**src/rtl/sysctl_cop_pkg.sv**
```systemverilog
package sysctl_cop_pkg;

    localparam int XLEN     = 32;
    localparam int NIRQ     = 6;
    localparam int CODE_W   = 5;
    localparam int SEL_W    = 5;

    // Status layout
    localparam int IE_BIT   = 0;
    localparam int KM_BIT   = 1;
    localparam int MASK_LSB = 8;
    // Cause layout
    localparam int CODE_LSB = 2;
    localparam int PEND_LSB = 8;

    localparam logic [SEL_W-1:0] REG_BADV   = 5'd8;
    localparam logic [SEL_W-1:0] REG_STATUS = 5'd12;
    localparam logic [SEL_W-1:0] REG_CAUSE  = 5'd13;
    localparam logic [SEL_W-1:0] REG_EPC    = 5'd14;

    // Request sources, index 0 has the highest priority
    localparam int S_IFA  = 0;
    localparam int S_IFB  = 1;
    localparam int S_RSV  = 2;
    localparam int S_SYS  = 3;
    localparam int S_BRK  = 4;
    localparam int S_OVF  = 5;
    localparam int S_TRP  = 6;
    localparam int S_FPE  = 7;
    localparam int S_LDA  = 8;
    localparam int S_STA  = 9;
    localparam int S_DBUS = 10;
    localparam int S_IRQ  = 11;
    localparam int NSRC   = 12;

    function automatic logic [CODE_W-1:0] src_code(input int idx);
        case (idx)
            S_IFA:   return 5'd4;
            S_IFB:   return 5'd6;
            S_RSV:   return 5'd10;
            S_SYS:   return 5'd8;
            S_BRK:   return 5'd9;
            S_OVF:   return 5'd12;
            S_TRP:   return 5'd13;
            S_FPE:   return 5'd15;
            S_LDA:   return 5'd4;
            S_STA:   return 5'd5;
            S_DBUS:  return 5'd7;
            default: return 5'd0;
        endcase
    endfunction

    // 1: return address is the faulting PC, 0: the next PC
    function automatic logic src_faulting(input int idx);
        case (idx)
            S_IFA, S_IFB, S_RSV, S_LDA, S_STA, S_DBUS: return 1'b1;
            default:                                   return 1'b0;
        endcase
    endfunction

    typedef struct packed {
        logic              ie;
        logic              kern;
        logic [NIRQ-1:0]   mask;
        logic [CODE_W-1:0] code;
        logic [XLEN-1:0]   epc;
        logic [XLEN-1:0]   badv;
    } cp_state_t;

endpackage

```
**src/rtl/sysctl_prio.sv**
```systemverilog
module sysctl_prio
    import sysctl_cop_pkg::*;
(
    input  logic [NSRC-1:0]   req,
    output logic [NSRC-1:0]   grant,
    output logic              any,
    output logic [CODE_W-1:0] code,
    output logic              faulting
);

    always_comb begin
        grant    = '0;
        code     = '0;
        faulting = 1'b0;
        for (int i = NSRC - 1; i >= 0; i--) begin
            if (req[i]) begin
                grant    = '0;
                grant[i] = 1'b1;
                code     = src_code(i);
                faulting = src_faulting(i);
            end
        end
        any = |req;
    end

endmodule

```
**src/rtl/sysctl_regs.sv**
```systemverilog
module sysctl_regs
    import sysctl_cop_pkg::*;
(
    input  logic              clk,
    input  logic              rst_n,
    input  logic              exc_valid,
    input  logic [CODE_W-1:0] exc_code,
    input  logic              exc_fault,
    input  logic [XLEN-1:0]   fault_pc,
    input  logic [XLEN-1:0]   follow_pc,
    input  logic              badv_ld,
    input  logic [XLEN-1:0]   badv_val,
    input  logic              ret,
    input  logic              wr_en,
    input  logic [SEL_W-1:0]  wr_sel,
    input  logic [XLEN-1:0]   wr_data,
    output cp_state_t         st_q
);

    cp_state_t st_d;

    always_comb begin
        st_d = st_q;
        if (exc_valid) begin
            st_d.kern = 1'b1;
            st_d.code = exc_code;
            st_d.epc  = exc_fault ? fault_pc : follow_pc;
            if (badv_ld) st_d.badv = badv_val;
        end else if (ret) begin
            st_d.kern = 1'b0;
        end else if (wr_en) begin
            case (wr_sel)
                REG_STATUS: begin
                    st_d.ie   = wr_data[IE_BIT];
                    st_d.kern = wr_data[KM_BIT];
                    st_d.mask = wr_data[MASK_LSB +: NIRQ];
                end
                REG_EPC: st_d.epc = wr_data;
                default: ;
            endcase
        end
    end

    always_ff @(posedge clk) begin
        if (!rst_n) begin
            st_q <= '{ie: 1'b0, kern: 1'b1, mask: '0, code: '0, epc: '0, badv: '0};
        end else begin
            st_q <= st_d;
        end
    end

    assert_epc_fault_R3: assert property (@(posedge clk) disable iff (!rst_n)
        (exc_valid && exc_fault) |=> (st_q.epc == $past(fault_pc)));

    assert_epc_next_R3: assert property (@(posedge clk) disable iff (!rst_n)
        (exc_valid && !exc_fault) |=> (st_q.epc == $past(follow_pc)));

    assert_badv_hold_R4: assert property (@(posedge clk) disable iff (!rst_n)
        (!badv_ld) |=> $stable(st_q.badv));

endmodule

```
**src/rtl/sysctl_cop.sv**
```systemverilog
module sysctl_cop
    import sysctl_cop_pkg::*;
#(
    parameter logic [XLEN-1:0] VEC_ADDR = 32'h8000_0180
) (
    input  logic              clk,
    input  logic              rst_n,
    input  logic [XLEN-1:0]   cur_pc,
    input  logic [XLEN-1:0]   next_pc,
    input  logic              fetch_adr_err,
    input  logic              fetch_bus_err,
    input  logic              dec_resv,
    input  logic              dec_sys,
    input  logic              dec_brk,
    input  logic              exe_ovf,
    input  logic              exe_trap,
    input  logic              exe_fpe,
    input  logic              mem_adr_err,
    input  logic              mem_store,
    input  logic              mem_bus_err,
    input  logic [XLEN-1:0]   mem_addr,
    input  logic [NIRQ-1:0]   irq,
    input  logic              cop_rd,
    input  logic              cop_wr,
    input  logic [SEL_W-1:0]  cop_sel,
    input  logic [XLEN-1:0]   cop_wdata,
    input  logic              eret_req,
    output logic [XLEN-1:0]   cop_rdata,
    output logic              exc_taken,
    output logic [CODE_W-1:0] exc_code,
    output logic              redirect,
    output logic [XLEN-1:0]   redirect_pc,
    output logic              kernel_mode
);

    cp_state_t         st_q;
    logic [NSRC-1:0]   req;
    logic [NSRC-1:0]   grant;
    logic              any;
    logic [CODE_W-1:0] code;
    logic              faulting;
    logic              priv_viol;
    logic              irq_hit;
    logic              badv_ld;
    logic [XLEN-1:0]   badv_val;
    logic [XLEN-1:0]   status_w;
    logic [XLEN-1:0]   cause_w;
    logic [XLEN-1:0]   rd_mux;

    assign priv_viol = !st_q.kern && (cop_rd || cop_wr);
    assign irq_hit   = st_q.ie && |(irq & st_q.mask);

    always_comb begin
        req         = '0;
        req[S_IFA]  = fetch_adr_err;
        req[S_IFB]  = fetch_bus_err;
        req[S_RSV]  = dec_resv || priv_viol;
        req[S_SYS]  = dec_sys;
        req[S_BRK]  = dec_brk;
        req[S_OVF]  = exe_ovf;
        req[S_TRP]  = exe_trap;
        req[S_FPE]  = exe_fpe;
        req[S_LDA]  = mem_adr_err && !mem_store;
        req[S_STA]  = mem_adr_err && mem_store;
        req[S_DBUS] = mem_bus_err;
        req[S_IRQ]  = irq_hit;
    end

    sysctl_prio u_prio (
        .req      (req),
        .grant    (grant),
        .any      (any),
        .code     (code),
        .faulting (faulting)
    );

    assign badv_ld  = grant[S_IFA] || grant[S_LDA] || grant[S_STA];
    assign badv_val = grant[S_IFA] ? cur_pc : mem_addr;

    sysctl_regs u_regs (
        .clk       (clk),
        .rst_n     (rst_n),
        .exc_valid (any),
        .exc_code  (code),
        .exc_fault (faulting),
        .fault_pc  (cur_pc),
        .follow_pc (next_pc),
        .badv_ld   (badv_ld),
        .badv_val  (badv_val),
        .ret       (eret_req),
        .wr_en     (cop_wr && st_q.kern),
        .wr_sel    (cop_sel),
        .wr_data   (cop_wdata),
        .st_q      (st_q)
    );

    always_comb begin
        status_w                       = '0;
        status_w[IE_BIT]               = st_q.ie;
        status_w[KM_BIT]               = st_q.kern;
        status_w[MASK_LSB +: NIRQ]     = st_q.mask;
        cause_w                        = '0;
        cause_w[CODE_LSB +: CODE_W]    = st_q.code;
        cause_w[PEND_LSB +: NIRQ]      = irq;
        case (cop_sel)
            REG_BADV:   rd_mux = st_q.badv;
            REG_STATUS: rd_mux = status_w;
            REG_CAUSE:  rd_mux = cause_w;
            REG_EPC:    rd_mux = st_q.epc;
            default:    rd_mux = '0;
        endcase
    end

    assign cop_rdata   = (cop_rd && st_q.kern) ? rd_mux : '0;
    assign exc_taken   = any;
    assign exc_code    = code;
    assign redirect    = any || eret_req;
    assign redirect_pc = any ? VEC_ADDR : st_q.epc;
    assign kernel_mode = st_q.kern;

    assert_onehot_grant_R6: assert property (@(posedge clk) disable iff (!rst_n)
        $onehot0(grant));

    assert_vector_R2: assert property (@(posedge clk) disable iff (!rst_n)
        exc_taken |-> (redirect && redirect_pc == VEC_ADDR));

    assert_kernel_after_exc_R2: assert property (@(posedge clk) disable iff (!rst_n)
        exc_taken |=> kernel_mode);

    assert_user_after_ret_R10: assert property (@(posedge clk) disable iff (!rst_n)
        (eret_req && !exc_taken) |=> !kernel_mode);

    assert_priv_trap_R9: assert property (@(posedge clk) disable iff (!rst_n)
        (!kernel_mode && (cop_rd || cop_wr)) |-> (exc_taken && cop_rdata == '0));

    assert_irq_gate_R7: assert property (@(posedge clk) disable iff (!rst_n)
        (exc_taken && exc_code == '0) |-> (st_q.ie && |(irq & st_q.mask)));

endmodule

```
**config.mk**
```make
export PLATFORM = sky130hd
export DESIGN_NAME = sysctl_cop
export DESIGN_NICKNAME = d
export VERILOG_FILES = /design/src/rtl/sysctl_cop_pkg.sv /design/src/rtl/sysctl_prio.sv /design/src/rtl/sysctl_regs.sv /design/src/rtl/sysctl_cop.sv
export SDC_FILE = /design/constraint.sdc
export NUM_CORES = 1
export LEC_CHECK = 0
export ABC_AREA = 1
export BUFFER_PORTS_ARGS = -buffer_cell sky130_fd_sc_hd__buf_2
export CORE_MARGIN = 1
export CORE_UTILIZATION = 49
export CTS_CLUSTER_SIZE = 25
export DETAILED_ROUTE_END_ITERATION = 8
export GPL_ROUTABILITY_DRIVEN = 0
export GPL_TIMING_DRIVEN = 1
export HOLD_SLACK_MARGIN = 0.06
export PLACE_DENSITY = 0.78
export SETUP_SLACK_MARGIN = 0.1
export SYNTH_ARGS = -nofsm -noshare
export SYNTH_HDL_FRONTEND = slang
export SYNTH_SLANG_ARGS = --single-unit
```
**constraint.sdc**
```tcl
create_clock -name clk -period 2.95 [get_ports clk]
set_clock_uncertainty 0.1 [all_clocks]
set_input_delay 0.885 -clock clk [delete_from_list [all_inputs] [get_ports clk]]
set_output_delay 0.885 -clock clk [all_outputs]
set_load 0.01 [all_outputs]
```
* Word level (Yosys, flattened, before mapping)
Index checks and enable logic that the tools add are counted.
Word-level totals: bits of input ports 155, register bits after elaboration 77, output and inout port bits 72
Cells by class: multiplexer cells 45, equal/unequal tests 5, reduce and logical (&&, ||, !) cells 24, bitwise operators 4
Operators by type and width (count):
- $mux W32 | 8
- $pmux W32 S4 | 1
- $mux W10 | 11
- $mux W4 | 8
- $eq A5 B4 Y1 const B | 4
- $mux W7 | 2
- $reduce_or A13 Y1 | 1
- $mux W1 | 12
- $reduce_or A12 Y1 | 1
- $mux W3 | 3
- $reduce_bool A2 Y1 | 4
- $and A6 B6 Y6 | 1
- $logic_and A1 B1 Y1 | 6
- $reduce_or A6 Y1 | 1
- $logic_or A1 B1 Y1 | 5
- $reduce_and A2 Y1 | 2
- $reduce_and A4 Y1 | 1
- $not A1 Y1 | 3
- $reduce_and A3 Y1 | 1
- $logic_not A1 Y1 | 2
- $ne A2 B1 Y1 const B | 1

* Longest topological paths before layout
Gate-level depths: netlist of the first run.
depth in word-level cells 14, gate-level depth with buffers 12, gate-level depth less buffers 10

* Modules after synthesis
Synthesis of the first run repeated with hierarchy kept, for this count alone.
Second synthesis, totals: cell total of the unflattened synthesis 1058, area total of the unflattened synthesis 5879.4 sq um
Modules (own cells, without submodules):
- sysctl_regs | seq. area each 1541.5 sq um, area an instance 3925.0 sq um, cells each 615, instances 1
- sysctl_cop | seq. area each 0.0 sq um, area an instance 1672.9 sq um, cells each 387, instances 1
- sysctl_prio | seq. area each 0.0 sq um, area an instance 281.5 sq um, cells each 56, instances 1

* Worst setup path before layout of the first run
No wires, ideal clock.
kind input port to output port, start in fetch_adr_err, end out redirect_pc[0], data arrival time 1965 ps, path slack 0 ps, stages 10, path through inv_2 -> nand2_2 -> nor2_1 -> nand2_1 -> nor2_2 -> nand2_1 -> buf_6 -> buf_6 -> buf_6 -> nor2_1
On the way: word-level cells in the longest chain between the ends 2
RTL lines:
- start, declared | RTL line sysctl_cop.sv:10 | input logic fetch_adr_err,
- $reduce_or A12 Y1 | RTL line sysctl_prio.sv:23 | any = |req;
- $mux W32 | RTL line sysctl_cop.sv:118 | assign redirect_pc = any ? VEC_ADDR : st_q.epc;
- end, declared | RTL line sysctl_cop.sv:32 | output logic [XLEN-1:0] redirect_pc,
No other way between the ends.

* Final worst setup path of the first run
start in cop_sel[4], end out cop_rdata[31]
On the way: word-level cells in the longest chain between the ends 3, elaborated cells between the ends (all ways) 6, classes of those cells eq/ne: 4; mux: 2
RTL lines:
- start, declared | RTL line sysctl_cop.sv:25 | input logic [SEL_W-1:0] cop_sel,
- $eq A5 B4 Y1 | RTL line sysctl_cop.sv:105 | case (cop_sel)
- $pmux W32 S4 (*) | RTL line sysctl_cop.sv:105
- $mux W32 (*) | RTL line sysctl_cop.sv:114 | assign cop_rdata = (cop_rd && st_q.kern) ? rd_mux : '0;
- end, declared | RTL line sysctl_cop.sv:28 | output logic [XLEN-1:0] cop_rdata,
Every way passes the cells marked *; elsewhere a longest branch is shown, timed or not.

==> impl_metrics.prom, run 1 <==
# TYPE chip_impl_metric gauge
chip_impl_metric{name="gr-total-overflow",unit=""} 0
chip_impl_metric{name="cell_area_synth",unit="um2"} 5320
chip_impl_metric{name="timing.max_slew.rel_slack",unit="%"} 57.8
chip_impl_metric{name="cp_max_fo",unit=""} 3
chip_impl_metric{name="placed_cells_incl_taps",unit=""} 1285
chip_impl_metric{name="tritoncts_num_sinks",unit=""} 76
chip_impl_info{name="cts_tree",value="done"} 1
chip_impl_metric{name="placeableCoreArea",unit="um2"} 10400
chip_impl_info{name="violations",value="setup timing"} 1
chip_impl_metric{name="layout.filler_cells",unit=""} 689
chip_impl_metric{name="cellPowerDensity",unit="nW/um2"} 303
chip_impl_metric{name="syn_nets",unit=""} 1088
chip_impl_metric{name="floorplan.initialDensity",unit="%"} 51.1
chip_impl_metric{name="clk_pin_slew_worst_paths",unit="ns"} 0.07
chip_impl_metric{name="vdd_ir_drop_max",unit="uV"} 303
chip_impl_metric{name="totalWireLength",unit="mm"} 24.0
chip_impl_metric{name="whs",unit="ns"} 0.364
chip_impl_metric{name="detailed_place_hpwl",unit="mm"} 13.8
chip_impl_metric{name="worst_ep_required_time",unit="ns"} 1.97
chip_impl_metric{name="worst_skew_pair.late_latency",unit="ns"} 0.35
chip_impl_metric{name="worstSetupPathDepth",unit=""} 9
chip_impl_metric{name="drive_above_1_share",unit="%"} 39.1
chip_impl_metric{name="layout_min_cycle_time",unit="ns"} 3.12
chip_impl_metric{name="synthesis.area_per_instance",unit="um2"} 5.70
chip_impl_info{name="grt_setup_unrepaired",value="true"} 1
chip_impl_metric{name="dr.pass1.iters",unit=""} 6
chip_impl_metric{name="rows",unit=""} 37
chip_impl_metric{name="grt_pass1_wl",unit="mm"} 33.2
chip_impl_metric{name="global_route.usage.total",unit="%"} 37.5
chip_impl_metric{name="muxShareOfSynthArea",unit="%"} 0
chip_impl_metric{name="cts_hold_buffers",unit=""} 0
chip_impl_metric{name="arr_time_crit_path",unit="ns"} 2.14
chip_impl_metric{name="synth_xor_xnor_area_share",unit="%"} 0
chip_impl_metric{name="floorplan.io_pins",unit=""} 227
chip_impl_metric{name="synth_simple_gate_area_share",unit="%"} 40.5
chip_impl_metric{name="setup_viol",unit=""} 68
chip_impl_info{name="reg.largest.list",value="u_regs.st_q: 76 flops"} 1
chip_impl_info{name="largest_family_of_logic_cells_by_synthesized_area",value="simple AND/OR/NAND/NOR gates"} 1
chip_impl_info{name="setup.worst_path.class",value="in2out"} 1
chip_impl_info{name="setup.worst_path.end",value="cop_rdata[31]"} 1
chip_impl_metric{name="reg2reg_depth",unit=""} 9
chip_impl_info{name="max_flop_register",value="u_regs.st_q"} 1
chip_impl_metric{name="power_leakage",unit="nW"} 4.44
chip_impl_metric{name="via_count_of_the_first_global_routing_pass",unit=""} 6720
chip_impl_metric{name="vias",unit=""} 7741
chip_impl_info{name="crit_path_cell_trace",value="buf_8 -> nor2_4 -> buf_12 -> nand4_1 -> nand4_1 -> nand2_2 -> buf_4 -> a21oi_2 -> buf_2"} 1
chip_impl_metric{name="worst_slack",unit="ns"} -0.174
chip_impl_metric{name="finish.net_count",unit=""} 1352
chip_impl_metric{name="synth_fa_ha_area_share",unit="%"} 0
chip_impl_metric{name="maxCapViolations",unit=""} 0
chip_impl_info{name="critPathMostFrequentCell",value="sky130_fd_sc_hd__nand4_1"} 1
chip_impl_info{name="timing.rr.start",value="u_regs.st_q[75]"} 1
chip_impl_metric{name="timing.final.crit_share",unit="%"} 106
chip_impl_metric{name="setup_slack_on_the_worst_flop_to_flop_path",unit="ns"} 0.47
chip_impl_info{name="clockRootBuffer",value="sky130_fd_sc_hd__clkbuf_8"} 1
chip_impl_metric{name="port_buffers",unit=""} 225
chip_impl_metric{name="yosys_warnings",unit=""} 0
chip_impl_info{name="critPathLaunch",value="cop_sel[4]"} 1
chip_impl_metric{name="seq_area_frac_synth",unit="%"} 28.6
chip_impl_metric{name="timing_max_transition_violations_final",unit=""} 0
chip_impl_metric{name="detail_route.drc_violations",unit=""} 0
chip_impl_metric{name="viasPerCell",unit=""} 5.78
chip_impl_info{name="destination_of_the_worst_register_to_register_timing_path",value="u_regs.st_q[76]"} 1
chip_impl_info{name="outcome",value="finished, violations left"} 1
chip_impl_metric{name="max_freq",unit="GHz"} 0.320
chip_impl_metric{name="grt_antenna_before_repair",unit=""} 2
chip_impl_metric{name="detail_route.wl_per_cell",unit="um"} 18.0
chip_impl_metric{name="largest_register_ffs",unit=""} 76
chip_impl_metric{name="die-width",unit="um"} 106
chip_impl_info{name="min-delay-path-class",value="reg2reg"} 1
chip_impl_metric{name="die_area",unit="um2"} 11300
chip_impl_metric{name="hold_violations",unit=""} 0
chip_impl_info{name="timing.critical_path.max_delay_family",value="simple AND/OR/NAND/NOR gates"} 1
chip_impl_info{name="cpMaxStageDelayCell",value="sky130_fd_sc_hd__nand4_1"} 1
chip_impl_metric{name="timing_worst_slew_pin_value",unit="ns"} 0.634
chip_impl_metric{name="tritoncts_buffer_count",unit=""} 9
chip_impl_metric{name="placed_cell_area",unit="um2"} 6970
chip_impl_metric{name="preCtsSetupSlack",unit="ns"} -0.202
chip_impl_metric{name="clock_path_buffers",unit=""} 2
chip_impl_metric{name="critical_path_buf_inv_count",unit=""} 4
chip_impl_metric{name="grt_max_degree",unit=""} 61
chip_impl_info{name="setup.worst_path.end_class",value="primary output"} 1
chip_impl_metric{name="chipHeight",unit="um"} 106
chip_impl_metric{name="ys_ff_latch",unit=""} 76
chip_impl_metric{name="h_tree_lvls",unit=""} 3
chip_impl_metric{name="synthToLayoutAreaGrowth",unit="%"} 60.7
chip_impl_metric{name="crit_path_max_incr_delay",unit="ns"} 0.17
chip_impl_info{name="timing.critical_path.from_type",value="input pin"} 1
chip_impl_metric{name="finalNonFillerCells",unit=""} 1339
chip_impl_metric{name="synth_cells",unit=""} 933
chip_impl_metric{name="final_design_area_no_fill",unit="um2"} 8550
chip_impl_metric{name="setup-tns-final",unit="ns"} -6.84
chip_impl_metric{name="drt.antenna.violating_nets",unit=""} 0
chip_impl_metric{name="number_of_drc_markers_after_the_initial_detailed_route_iteration",unit=""} 816
chip_impl_metric{name="compound_gate_fraction_of_synth_area",unit="%"} 14.2
chip_impl_metric{name="yosys.cell_types.count",unit=""} 32
## tightest hold or removal path, cell delays in order (launching register included)
cell and delay [ns]:
sky130_fd_sc_hd__dfxtp_1 0.31, sky130_fd_sc_hd__nand2_1 0.06, sky130_fd_sc_hd__a21oi_1 0.05
## through the flow
step                      utilization, %  total power, mW
after floorplan                        -             1.38
after global placement              66.9             1.60
after detailed placement            66.9             1.60
after CTS                           77.3             2.51
after global routing                82.1             2.68
final                               82.1             2.59
## synth_stat cells
master,count,area share [%]
sky130_fd_sc_hd__nand2_1,241,17
sky130_fd_sc_hd__inv_1,145,10
sky130_fd_sc_hd__nor2_1,127,9.0
sky130_fd_sc_hd__o21ai_0,90,8.5
sky130_fd_sc_hd__dfxtp_1,76,29
sky130_fd_sc_hd__nand3_1,65,6.1
sky130_fd_sc_hd__nand4_1,59,6.9
sky130_fd_sc_hd__a21oi_1,29,2.7
sky130_fd_sc_hd__clkbuf_1,26,1.8
sky130_fd_sc_hd__buf_2,25,2.4
sky130_fd_sc_hd__buf_4,6,0.85
sky130_fd_sc_hd__o211ai_1,6,0.85
sky130_fd_sc_hd__a41oi_1,5,0.82
sky130_fd_sc_hd__buf_6,4,0.85
sky130_fd_sc_hd__inv_2,4,0.28
sky130_fd_sc_hd__buf_1,3,0.21
sky130_fd_sc_hd__nor2_2,3,0.35
sky130_fd_sc_hd__o21bai_1,3,0.42
sky130_fd_sc_hd__nand3b_1,2,0.28
sky130_fd_sc_hd__or2_1,2,0.24
sky130_fd_sc_hd__a211oi_1,1,0.14
sky130_fd_sc_hd__a21o_1,1,0.14
sky130_fd_sc_hd__clkinv_1,1,0.070
sky130_fd_sc_hd__conb_1,1,0.070
sky130_fd_sc_hd__nand2_2,1,0.12
sky130_fd_sc_hd__nand3_2,1,0.19
sky130_fd_sc_hd__nor2_4,1,0.21
sky130_fd_sc_hd__nor3_1,1,0.094
sky130_fd_sc_hd__o21ai_1,1,0.094
sky130_fd_sc_hd__o21bai_2,1,0.21
sky130_fd_sc_hd__o221ai_1,1,0.16
sky130_fd_sc_hd__o22ai_1,1,0.12
## worst min-delay path by stage
stage,startpoint,end,slack (ns),cells after the start
5_1_grt,u_regs.st_q[42],u_regs.st_q[42],0.38,2
4_1_cts,u_regs.st_q[65],u_regs.st_q[65],0.36,2
3_5_place_dp,u_regs.st_q[65],u_regs.st_q[65],0.35,2
2_1_floorplan,u_regs.st_q[67],u_regs.st_q[67],0.34,2
6_report,u_regs.st_q[42],u_regs.st_q[42],0.36,2
3_3_place_gp,u_regs.st_q[67],u_regs.st_q[67],0.35,2
## final cells by class
type,count,area (um2),area share (%)
antenna,2,5.00,0.0585
clock buffer,11,141,1.65
clock inverter,4,73.8,0.863
inverter,150,587,6.86
multi-input combinational,644,3610,42.2
sequential,76,1520,17.8
tap,136,170,1.99
timing repair buffer,316,2440,28.6
## layer usage
metal	track usage (%)	part of all wire, %
met1	45.7	35
met2	65.3	47
met3	5.21	11
met4	16.4	6.2
met5	0	0
## power by group
group	internal, mW	total [mW]	switching [mW]
registers	1.09	1.15	0.0594
logic	0.238	0.556	0.318
clock network	0.496	0.885	0.389
total	1.82	2.59	0.766
## placed cells by master, fill, tap and decap left out, drive strengths merged
cell / instances
clkinvlp: 1
bufinv: 2
clkinv: 4
inv: 147
nand4: 59
a21oi: 29
nand3b: 2
nor2: 131
nand3: 66
a21o: 1
conb: 1
nor3: 1
o21bai: 4
diode: 2
buf: 312
clkbuf: 15
o22ai: 1
a41oi: 5
or2: 2
o211ai: 6
o21ai: 91
o221ai: 1
a211oi: 1
nand2: 243
dfxtp: 76
## logic make-up after synthesis
kind of cell	count (synthesis)
AND/OR/NAND/NOR	503
buffers and inverters	214
AO/OA/AOI/OAI	139
flip-flops	76
other	1
## what timing repair did
item | in CTS | in global routing
pin swaps | 28 | 42
buffers inserted | 24 | 8
hold endpoints to repair | 0 | 0
endpoints found under the setup margin | 66 | 70
gates resized for setup | 120 | 109
cloned | 7 | 3
No activity file was read; power rests on OpenSTA's default activity.
==> inputs of run 2 (changes only) <==
--- a/config.mk
+++ b/config.mk
@@ -8,13 +8,13 @@
 export ABC_AREA = 1
 export BUFFER_PORTS_ARGS = -buffer_cell sky130_fd_sc_hd__buf_2
 export CORE_MARGIN = 1
-export CORE_UTILIZATION = 49
+export CORE_UTILIZATION = 40
 export CTS_CLUSTER_SIZE = 25
 export DETAILED_ROUTE_END_ITERATION = 8
 export GPL_ROUTABILITY_DRIVEN = 0
 export GPL_TIMING_DRIVEN = 1
 export HOLD_SLACK_MARGIN = 0.06
-export PLACE_DENSITY = 0.78
+export PLACE_DENSITY = 0.65
 export SETUP_SLACK_MARGIN = 0.1
 export SYNTH_ARGS = -nofsm -noshare
 export SYNTH_HDL_FRONTEND = slang
==> impl_metrics.prom, run 2 (synthesized netlist as in run 1, its figures left out) <==
# TYPE chip_impl_metric gauge
chip_impl_metric{name="drive_above_1_share",unit="%"} 38.2
chip_impl_info{name="min-delay-path-class",value="reg2reg"} 1
chip_impl_metric{name="cp_max_fo",unit=""} 8
chip_impl_metric{name="max_freq",unit="GHz"} 0.327
chip_impl_metric{name="placeableCoreArea",unit="um2"} 12800
chip_impl_info{name="outcome",value="finished, violations left"} 1
chip_impl_metric{name="global_route.usage.total",unit="%"} 31.6
chip_impl_info{name="holdPathEnd",value="u_regs.st_q[67]"} 1
chip_impl_metric{name="drt.antenna.violating_nets",unit=""} 0
chip_impl_metric{name="h_tree_lvls",unit=""} 3
chip_impl_info{name="reg.largest.list",value="u_regs.st_q: 76 flops"} 1
chip_impl_metric{name="tritoncts_buffer_count",unit=""} 9
chip_impl_metric{name="rows",unit=""} 41
chip_impl_metric{name="die-width",unit="um"} 117
chip_impl_metric{name="dr.pass1.iters",unit=""} 6
chip_impl_info{name="timing.rr.start",value="u_regs.st_q[75]"} 1
chip_impl_metric{name="clk_pin_slew_worst_paths",unit="ns"} 0.06
chip_impl_metric{name="cellPowerDensity",unit="nW/um2"} 362
chip_impl_metric{name="largest_register_ffs",unit=""} 76
chip_impl_metric{name="timing.final.crit_share",unit="%"} 104
chip_impl_metric{name="worst_skew_pair.late_latency",unit="ns"} 0.35
chip_impl_metric{name="floorplan.io_pins",unit=""} 227
chip_impl_metric{name="viasPerCell",unit=""} 5.20
chip_impl_metric{name="chipHeight",unit="um"} 117
chip_impl_metric{name="grt_antenna_before_repair",unit=""} 0
chip_impl_metric{name="reg2reg_depth",unit=""} 18
chip_impl_metric{name="arr_time_crit_path",unit="ns"} 2.07
chip_impl_metric{name="number_of_drc_markers_after_the_initial_detailed_route_iteration",unit=""} 559
chip_impl_metric{name="vdd_ir_drop_max",unit="uV"} 242
chip_impl_metric{name="grt_pass1_wl",unit="mm"} 34.4
chip_impl_info{name="final_common_cell",value="sky130_fd_sc_hd__nand2_1"} 1
chip_impl_metric{name="tritoncts_num_sinks",unit=""} 76
chip_impl_info{name="destination_of_the_worst_register_to_register_timing_path",value="u_regs.st_q[65]"} 1
chip_impl_metric{name="via_count_of_the_first_global_routing_pass",unit=""} 6693
chip_impl_metric{name="timing.max_slew.rel_slack",unit="%"} 56.5
chip_impl_metric{name="hold_violations",unit=""} 0
chip_impl_metric{name="global_route.usage.met2",unit="%"} 52.1
chip_impl_metric{name="whs_path_depth",unit=""} 2
chip_impl_metric{name="setup_viol",unit=""} 52
chip_impl_metric{name="grt_max_degree",unit=""} 61
chip_impl_metric{name="detail_route.wl_per_cell",unit="um"} 16.3
chip_impl_metric{name="detail_route.drc_violations",unit=""} 0
chip_impl_info{name="grt_most_used_layer",value="met2"} 1
chip_impl_metric{name="layout.filler_cells",unit=""} 1196
chip_impl_metric{name="clock_path_buffers",unit=""} 2
chip_impl_metric{name="layout_min_cycle_time",unit="ns"} 3.06
chip_impl_metric{name="cts_hold_buffers",unit=""} 0
chip_impl_metric{name="preCtsSetupSlack",unit="ns"} -0.194
chip_impl_metric{name="port_buffers",unit=""} 225
chip_impl_metric{name="finish.net_count",unit=""} 1352
chip_impl_info{name="most-common-layout-cells",value="201 x sky130_fd_sc_hd__nand2_1, 188 x sky130_fd_sc_hd__buf_2, 137 x sky130_fd_sc_hd__inv_1"} 1
chip_impl_metric{name="setup_slack_on_the_worst_flop_to_flop_path",unit="ns"} 0.41
chip_impl_metric{name="synthToLayoutAreaGrowth",unit="%"} 58.7
chip_impl_info{name="cts_tree",value="done"} 1
chip_impl_info{name="max_flop_register",value="u_regs.st_q"} 1
chip_impl_metric{name="detailed_place_hpwl",unit="mm"} 14.7
chip_impl_metric{name="vias",unit=""} 7147
chip_impl_metric{name="timing_worst_slew_pin_value",unit="ns"} 0.652
chip_impl_metric{name="grt.met3_usage",unit="%"} 6.42
chip_impl_info{name="timing.hold.worst.start",value="u_regs.st_q[67]"} 1
chip_impl_info{name="grt_setup_unrepaired",value="true"} 1
chip_impl_metric{name="timing_max_transition_violations_final",unit=""} 0
chip_impl_metric{name="worst_ep_required_time",unit="ns"} 1.97
chip_impl_info{name="setup.worst_path.end_class",value="primary output"} 1
chip_impl_metric{name="whs",unit="ns"} 0.376
chip_impl_info{name="clockRootBuffer",value="sky130_fd_sc_hd__clkbuf_16"} 1
chip_impl_metric{name="power_leakage",unit="nW"} 4.34
chip_impl_metric{name="layout.core_utilization",unit="%"} 66.1
chip_impl_metric{name="die_area",unit="um2"} 13800
chip_impl_info{name="violations",value="setup timing"} 1
chip_impl_metric{name="maxCapViolations",unit=""} 0
chip_impl_metric{name="totalWireLength",unit="mm"} 22.4
chip_impl_info{name="setup.worst_path.class",value="in2out"} 1
chip_impl_metric{name="grt.met1_usage",unit="%"} 40.0
chip_impl_metric{name="floorplan.initialDensity",unit="%"} 41.6
chip_impl_metric{name="worst_slack",unit="ns"} -0.106
chip_impl_metric{name="gr-total-overflow",unit=""} 0
chip_impl_info{name="timing.critical_path.from_type",value="input pin"} 1
chip_impl_metric{name="antenna_cells_inserted",unit=""} 0
-- run 2: changes by cell type in the layout (fill, tap and decap cells not counted), sizes merged --
cell    delta
inv        +3
bufinv     +2
clkbuf     -4
nand2      -1
diode      -2
clkinv     -3
buf        +4
-- run 2: worst max path at each step --
stage	slack, ns	to	depth (start not counted)	from
finish	-0.11	redirect_pc[14]	9	cop_wr
global route	-0.15	cop_rdata[10]	9	cop_sel[0]
CTS	-0.08	redirect_pc[8]	10	mem_bus_err
detailed placement	-0.19	cop_rdata[8]	8	cop_sel[0]
global placement	-0.15	cop_rdata[9]	8	cop_sel[0]
floorplan	0.06	cop_rdata[14]	6	cop_sel[0]
-- run 2: timing repair --
item	4_1_cts	5_1_grt
pin swaps	21	24
setup endpoints to repair	67	71
setup buffers	28	8
gates resized for setup	75	96
gates cloned	2	1
endpoints found under the hold margin	0	0
-- run 2: area by class of cell --
| type | count | area, um2 | share of cell area (%) |
|---|---|---|---|
| clock buffer | 10 | 229 | 2.71 |
| tap | 172 | 215 | 2.55 |
| sequential | 76 | 1520 | 18.0 |
| multi-input combinational | 643 | 3450 | 40.8 |
| inverter | 150 | 578 | 6.85 |
| timing repair buffer | 317 | 2310 | 27.4 |
| clock inverter | 6 | 136 | 1.62 |
-- run 2: through the flow --
step | power, mW | TNS, ns | std cells | instance area [um2]
after floorplan | 1.38 | 0 | 933 | 5510
after CTS | 3.02 | -0.688 | 1369 | 8060
after global placement | 1.61 | -4.57 | 1324 | 7100
after detailed placement | 1.61 | -5.62 | 1324 | 7100
after global routing | 3.16 | -5.90 | 1374 | 8440
final | 3.05 | -3.29 | 1374 | 8440
-- run 2: report_power, final --
part | leakage [nW] | internal (mW) | switching [mW]
sequential | 0.630 | 1.09 | 0.0517
clock | 0.173 | 0.914 | 0.458
combinational | 3.54 | 0.235 | 0.303
total | 4.34 | 2.24 | 0.813
-- run 2: critical path: stages --
cell	delay, ns
sky130_fd_sc_hd__buf_8	0.10
sky130_fd_sc_hd__o21bai_4	0.15
sky130_fd_sc_hd__nand3_2	0.13
sky130_fd_sc_hd__nor2_4	0.18
sky130_fd_sc_hd__nand2_4	0.10
sky130_fd_sc_hd__buf_12	0.16
sky130_fd_sc_hd__buf_12	0.15
sky130_fd_sc_hd__nor2_4	0.09
sky130_fd_sc_hd__buf_6	0.11
-- run 2: metal layers --
layer  share of wire (%)  wire [um]  vias to the layer above
met2                  47      10600                      382
met3                 8.6       1930                       59
li1                    -          -                     3480
met1                  41       9200                     3226
met5                   0          0                        -
met4                 2.9        656                        0
==> inputs of run 3 (changes only) <==
--- a/config.mk
+++ b/config.mk
@@ -13,9 +13,10 @@
 export DETAILED_ROUTE_END_ITERATION = 8
 export GPL_ROUTABILITY_DRIVEN = 0
 export GPL_TIMING_DRIVEN = 1
-export HOLD_SLACK_MARGIN = 0.06
+export HOLD_SLACK_MARGIN = 0.15
 export PLACE_DENSITY = 0.65
 export SETUP_SLACK_MARGIN = 0.1
 export SYNTH_ARGS = -nofsm -noshare
 export SYNTH_HDL_FRONTEND = slang
 export SYNTH_SLANG_ARGS = --single-unit
+export TNS_END_PERCENT = 50
==> impl_metrics.prom, run 3 (synthesized netlist as in run 1, its figures left out) <==
# TYPE chip_impl_metric gauge
chip_impl_info{name="grt_setup_unrepaired",value="true"} 1
chip_impl_metric{name="setup-tns-final",unit="ns"} -4.41
chip_impl_metric{name="worst_ep_required_time",unit="ns"} 1.97
chip_impl_metric{name="rows",unit=""} 41
chip_impl_metric{name="via_count_of_the_first_global_routing_pass",unit=""} 6686
chip_impl_info{name="setup.worst_path.class",value="in2out"} 1
chip_impl_metric{name="global_route.usage.total",unit="%"} 31.3
chip_impl_info{name="setup.worst_path.end_class",value="primary output"} 1
chip_impl_info{name="violations",value="setup timing"} 1
chip_impl_metric{name="finalNonFillerCells",unit=""} 1363
chip_impl_metric{name="hold_violations",unit=""} 0
chip_impl_metric{name="timing_max_transition_violations_final",unit=""} 0
chip_impl_metric{name="totalWireLength",unit="mm"} 22.2
chip_impl_metric{name="worst_skew_pair.late_latency",unit="ns"} 0.35
chip_impl_metric{name="whs",unit="ns"} 0.374
chip_impl_metric{name="floorplan.io_pins",unit=""} 227
chip_impl_info{name="max_flop_register",value="u_regs.st_q"} 1
chip_impl_metric{name="timing_worst_slew_pin_value",unit="ns"} 0.669
chip_impl_metric{name="tritoncts_buffer_count",unit=""} 9
chip_impl_metric{name="p_switching",unit="mW"} 0.798
chip_impl_metric{name="setup_viol",unit=""} 62
chip_impl_metric{name="die_area",unit="um2"} 13800
chip_impl_metric{name="layout.filler_cells",unit=""} 1234
chip_impl_info{name="most-common-layout-cells",value="222 x sky130_fd_sc_hd__nand2_1, 190 x sky130_fd_sc_hd__buf_2, 140 x sky130_fd_sc_hd__inv_1"} 1
chip_impl_info{name="outcome",value="finished, violations left"} 1
chip_impl_metric{name="largest_register_ffs",unit=""} 76
chip_impl_metric{name="vdd_ir_drop_max",unit="uV"} 241
chip_impl_metric{name="tritoncts_num_sinks",unit=""} 76
chip_impl_metric{name="clk_pin_slew_worst_paths",unit="ns"} 0.06
chip_impl_metric{name="port_buffers",unit=""} 225
chip_impl_metric{name="vias",unit=""} 7101
chip_impl_metric{name="max_freq",unit="GHz"} 0.320
chip_impl_metric{name="floorplan.initialDensity",unit="%"} 41.6
chip_impl_info{name="min-delay-path-class",value="reg2reg"} 1
chip_impl_metric{name="grt_max_degree",unit=""} 61
chip_impl_metric{name="chipHeight",unit="um"} 117
chip_impl_metric{name="gr-total-overflow",unit=""} 0
chip_impl_metric{name="power_leakage",unit="nW"} 4.17
chip_impl_metric{name="number_of_drc_markers_after_the_initial_detailed_route_iteration",unit=""} 599
chip_impl_metric{name="synthToLayoutAreaGrowth",unit="%"} 54.1
chip_impl_metric{name="cts_hold_buffers",unit=""} 0
chip_impl_info{name="reg.largest.list",value="u_regs.st_q: 76 flops"} 1
chip_impl_metric{name="power_report.internal_total",unit="mW"} 2.23
chip_impl_metric{name="placed_cell_area",unit="um2"} 7100
chip_impl_metric{name="grt_pass1_wl",unit="mm"} 34.2
chip_impl_metric{name="timing.final.crit_share",unit="%"} 106
chip_impl_metric{name="p_clk_share",unit="%"} 45.3
chip_impl_metric{name="layout_min_cycle_time",unit="ns"} 3.12
chip_impl_metric{name="timing.max_slew.rel_slack",unit="%"} 55.3
chip_impl_metric{name="maxCapViolations",unit=""} 0
chip_impl_metric{name="dr.pass1.iters",unit=""} 6
chip_impl_metric{name="worst_slack",unit="ns"} -0.172
chip_impl_info{name="final_common_cell",value="sky130_fd_sc_hd__nand2_1"} 1
chip_impl_metric{name="clock_path_buffers",unit=""} 2
chip_impl_metric{name="h_tree_lvls",unit=""} 3
chip_impl_metric{name="antenna_cells_inserted",unit=""} 0
chip_impl_info{name="timing.critical_path.from_type",value="input pin"} 1
chip_impl_metric{name="combPwrFrac",unit="%"} 17.2
chip_impl_metric{name="detail_route.wl_per_cell",unit="um"} 16.3
chip_impl_metric{name="cellPowerDensity",unit="nW/um2"} 369
chip_impl_metric{name="die-width",unit="um"} 117
chip_impl_metric{name="drive_above_1_share",unit="%"} 34.8
chip_impl_metric{name="sequentialPowerShare",unit="%"} 37.5
chip_impl_metric{name="switching_share",unit="%"} 26.4
chip_impl_metric{name="placeableCoreArea",unit="um2"} 12800
chip_impl_metric{name="cp_max_fo",unit=""} 17
chip_impl_info{name="clockRootBuffer",value="sky130_fd_sc_hd__clkbuf_16"} 1
chip_impl_metric{name="viasPerCell",unit=""} 5.21
chip_impl_metric{name="finish.net_count",unit=""} 1341
chip_impl_metric{name="detail_route.drc_violations",unit=""} 0
chip_impl_metric{name="detailed_place_hpwl",unit="mm"} 14.7
chip_impl_info{name="cts_tree",value="done"} 1
chip_impl_metric{name="placed_cells_incl_taps",unit=""} 1324
chip_impl_metric{name="arr_time_crit_path",unit="ns"} 2.14
chip_impl_metric{name="drt.antenna.violating_nets",unit=""} 0
chip_impl_metric{name="grt_antenna_before_repair",unit=""} 1
chip_impl_metric{name="final_design_area_no_fill",unit="um2"} 8200
-- run 3: per-layer routing --
metal	vias up	GRT usage (%)	routed length, um
met4	0	13.3	681
met5	-	0	0
met2	394	51.4	10400
met1	3179	39.6	9170
li1	3462	-	-
met3	66	6.42	2010
-- run 3: layout make-up --
type / count / area (um2) / area share (%)
multi-input combinational: 643 / 3310 / 40.4
timing repair buffer: 306 / 2210 / 26.9
sequential: 76 / 1520 / 18.6
inverter: 150 / 576 / 7.02
clock buffer: 10 / 229 / 2.79
tap: 172 / 215 / 2.63
clock inverter: 6 / 136 / 1.66
-- run 3: final timing paths --
path | depth (start not counted) | from | slack (ns) | endpoint
max | 9 | cop_wr | -0.17 | redirect_pc[21]
min | 2 | u_regs.st_q[66] | 0.37 | u_regs.st_q[66]
max reg2reg | 9 | u_regs.st_q[75] | 0.71 | u_regs.st_q[73]
min reg2reg | 2 | u_regs.st_q[66] | 0.37 | u_regs.st_q[66]
-- run 3: power by group through the flow --
| stage | clock network [mW] | logic [mW] | registers, mW |
|---|---|---|---|
| final | 1.37 | 0.522 | 1.14 |
| after global routing | 1.42 | 0.577 | 1.14 |
| after CTS | 1.38 | 0.495 | 1.13 |
| after detailed placement | 0 | 0.458 | 1.15 |
| after global placement | 0 | 0.456 | 1.16 |
| after floorplan | 0 | 0.244 | 1.14 |
-- run 3: metrics by stage --
step,setup slack [ns],utilization (%),total power [mW]
after global routing,-0.208,64.2,3.13
after global placement,-0.152,55.6,1.61
final,-0.172,64.2,3.03
after floorplan,0.0573,-,1.38
after CTS,-0.0842,62.3,3.01
after detailed placement,-0.194,55.6,1.61
-- run 3: worst max-delay path: stages --
cell	delay, ns
sky130_fd_sc_hd__buf_8	0.10
sky130_fd_sc_hd__o21bai_4	0.19
sky130_fd_sc_hd__nand3_2	0.14
sky130_fd_sc_hd__nor2_4	0.18
sky130_fd_sc_hd__nand2_4	0.11
sky130_fd_sc_hd__buf_12	0.17
sky130_fd_sc_hd__buf_12	0.14
sky130_fd_sc_hd__nor2_4	0.08
sky130_fd_sc_hd__buf_6	0.10
-- run 3: what timing repair did --
action | CTS | global route
pin swaps | 27 | 19
endpoints found under the setup margin | 67 | 70
cloned | 2 | 1
setup buffers | 15 | 5
resized for setup | 75 | 48
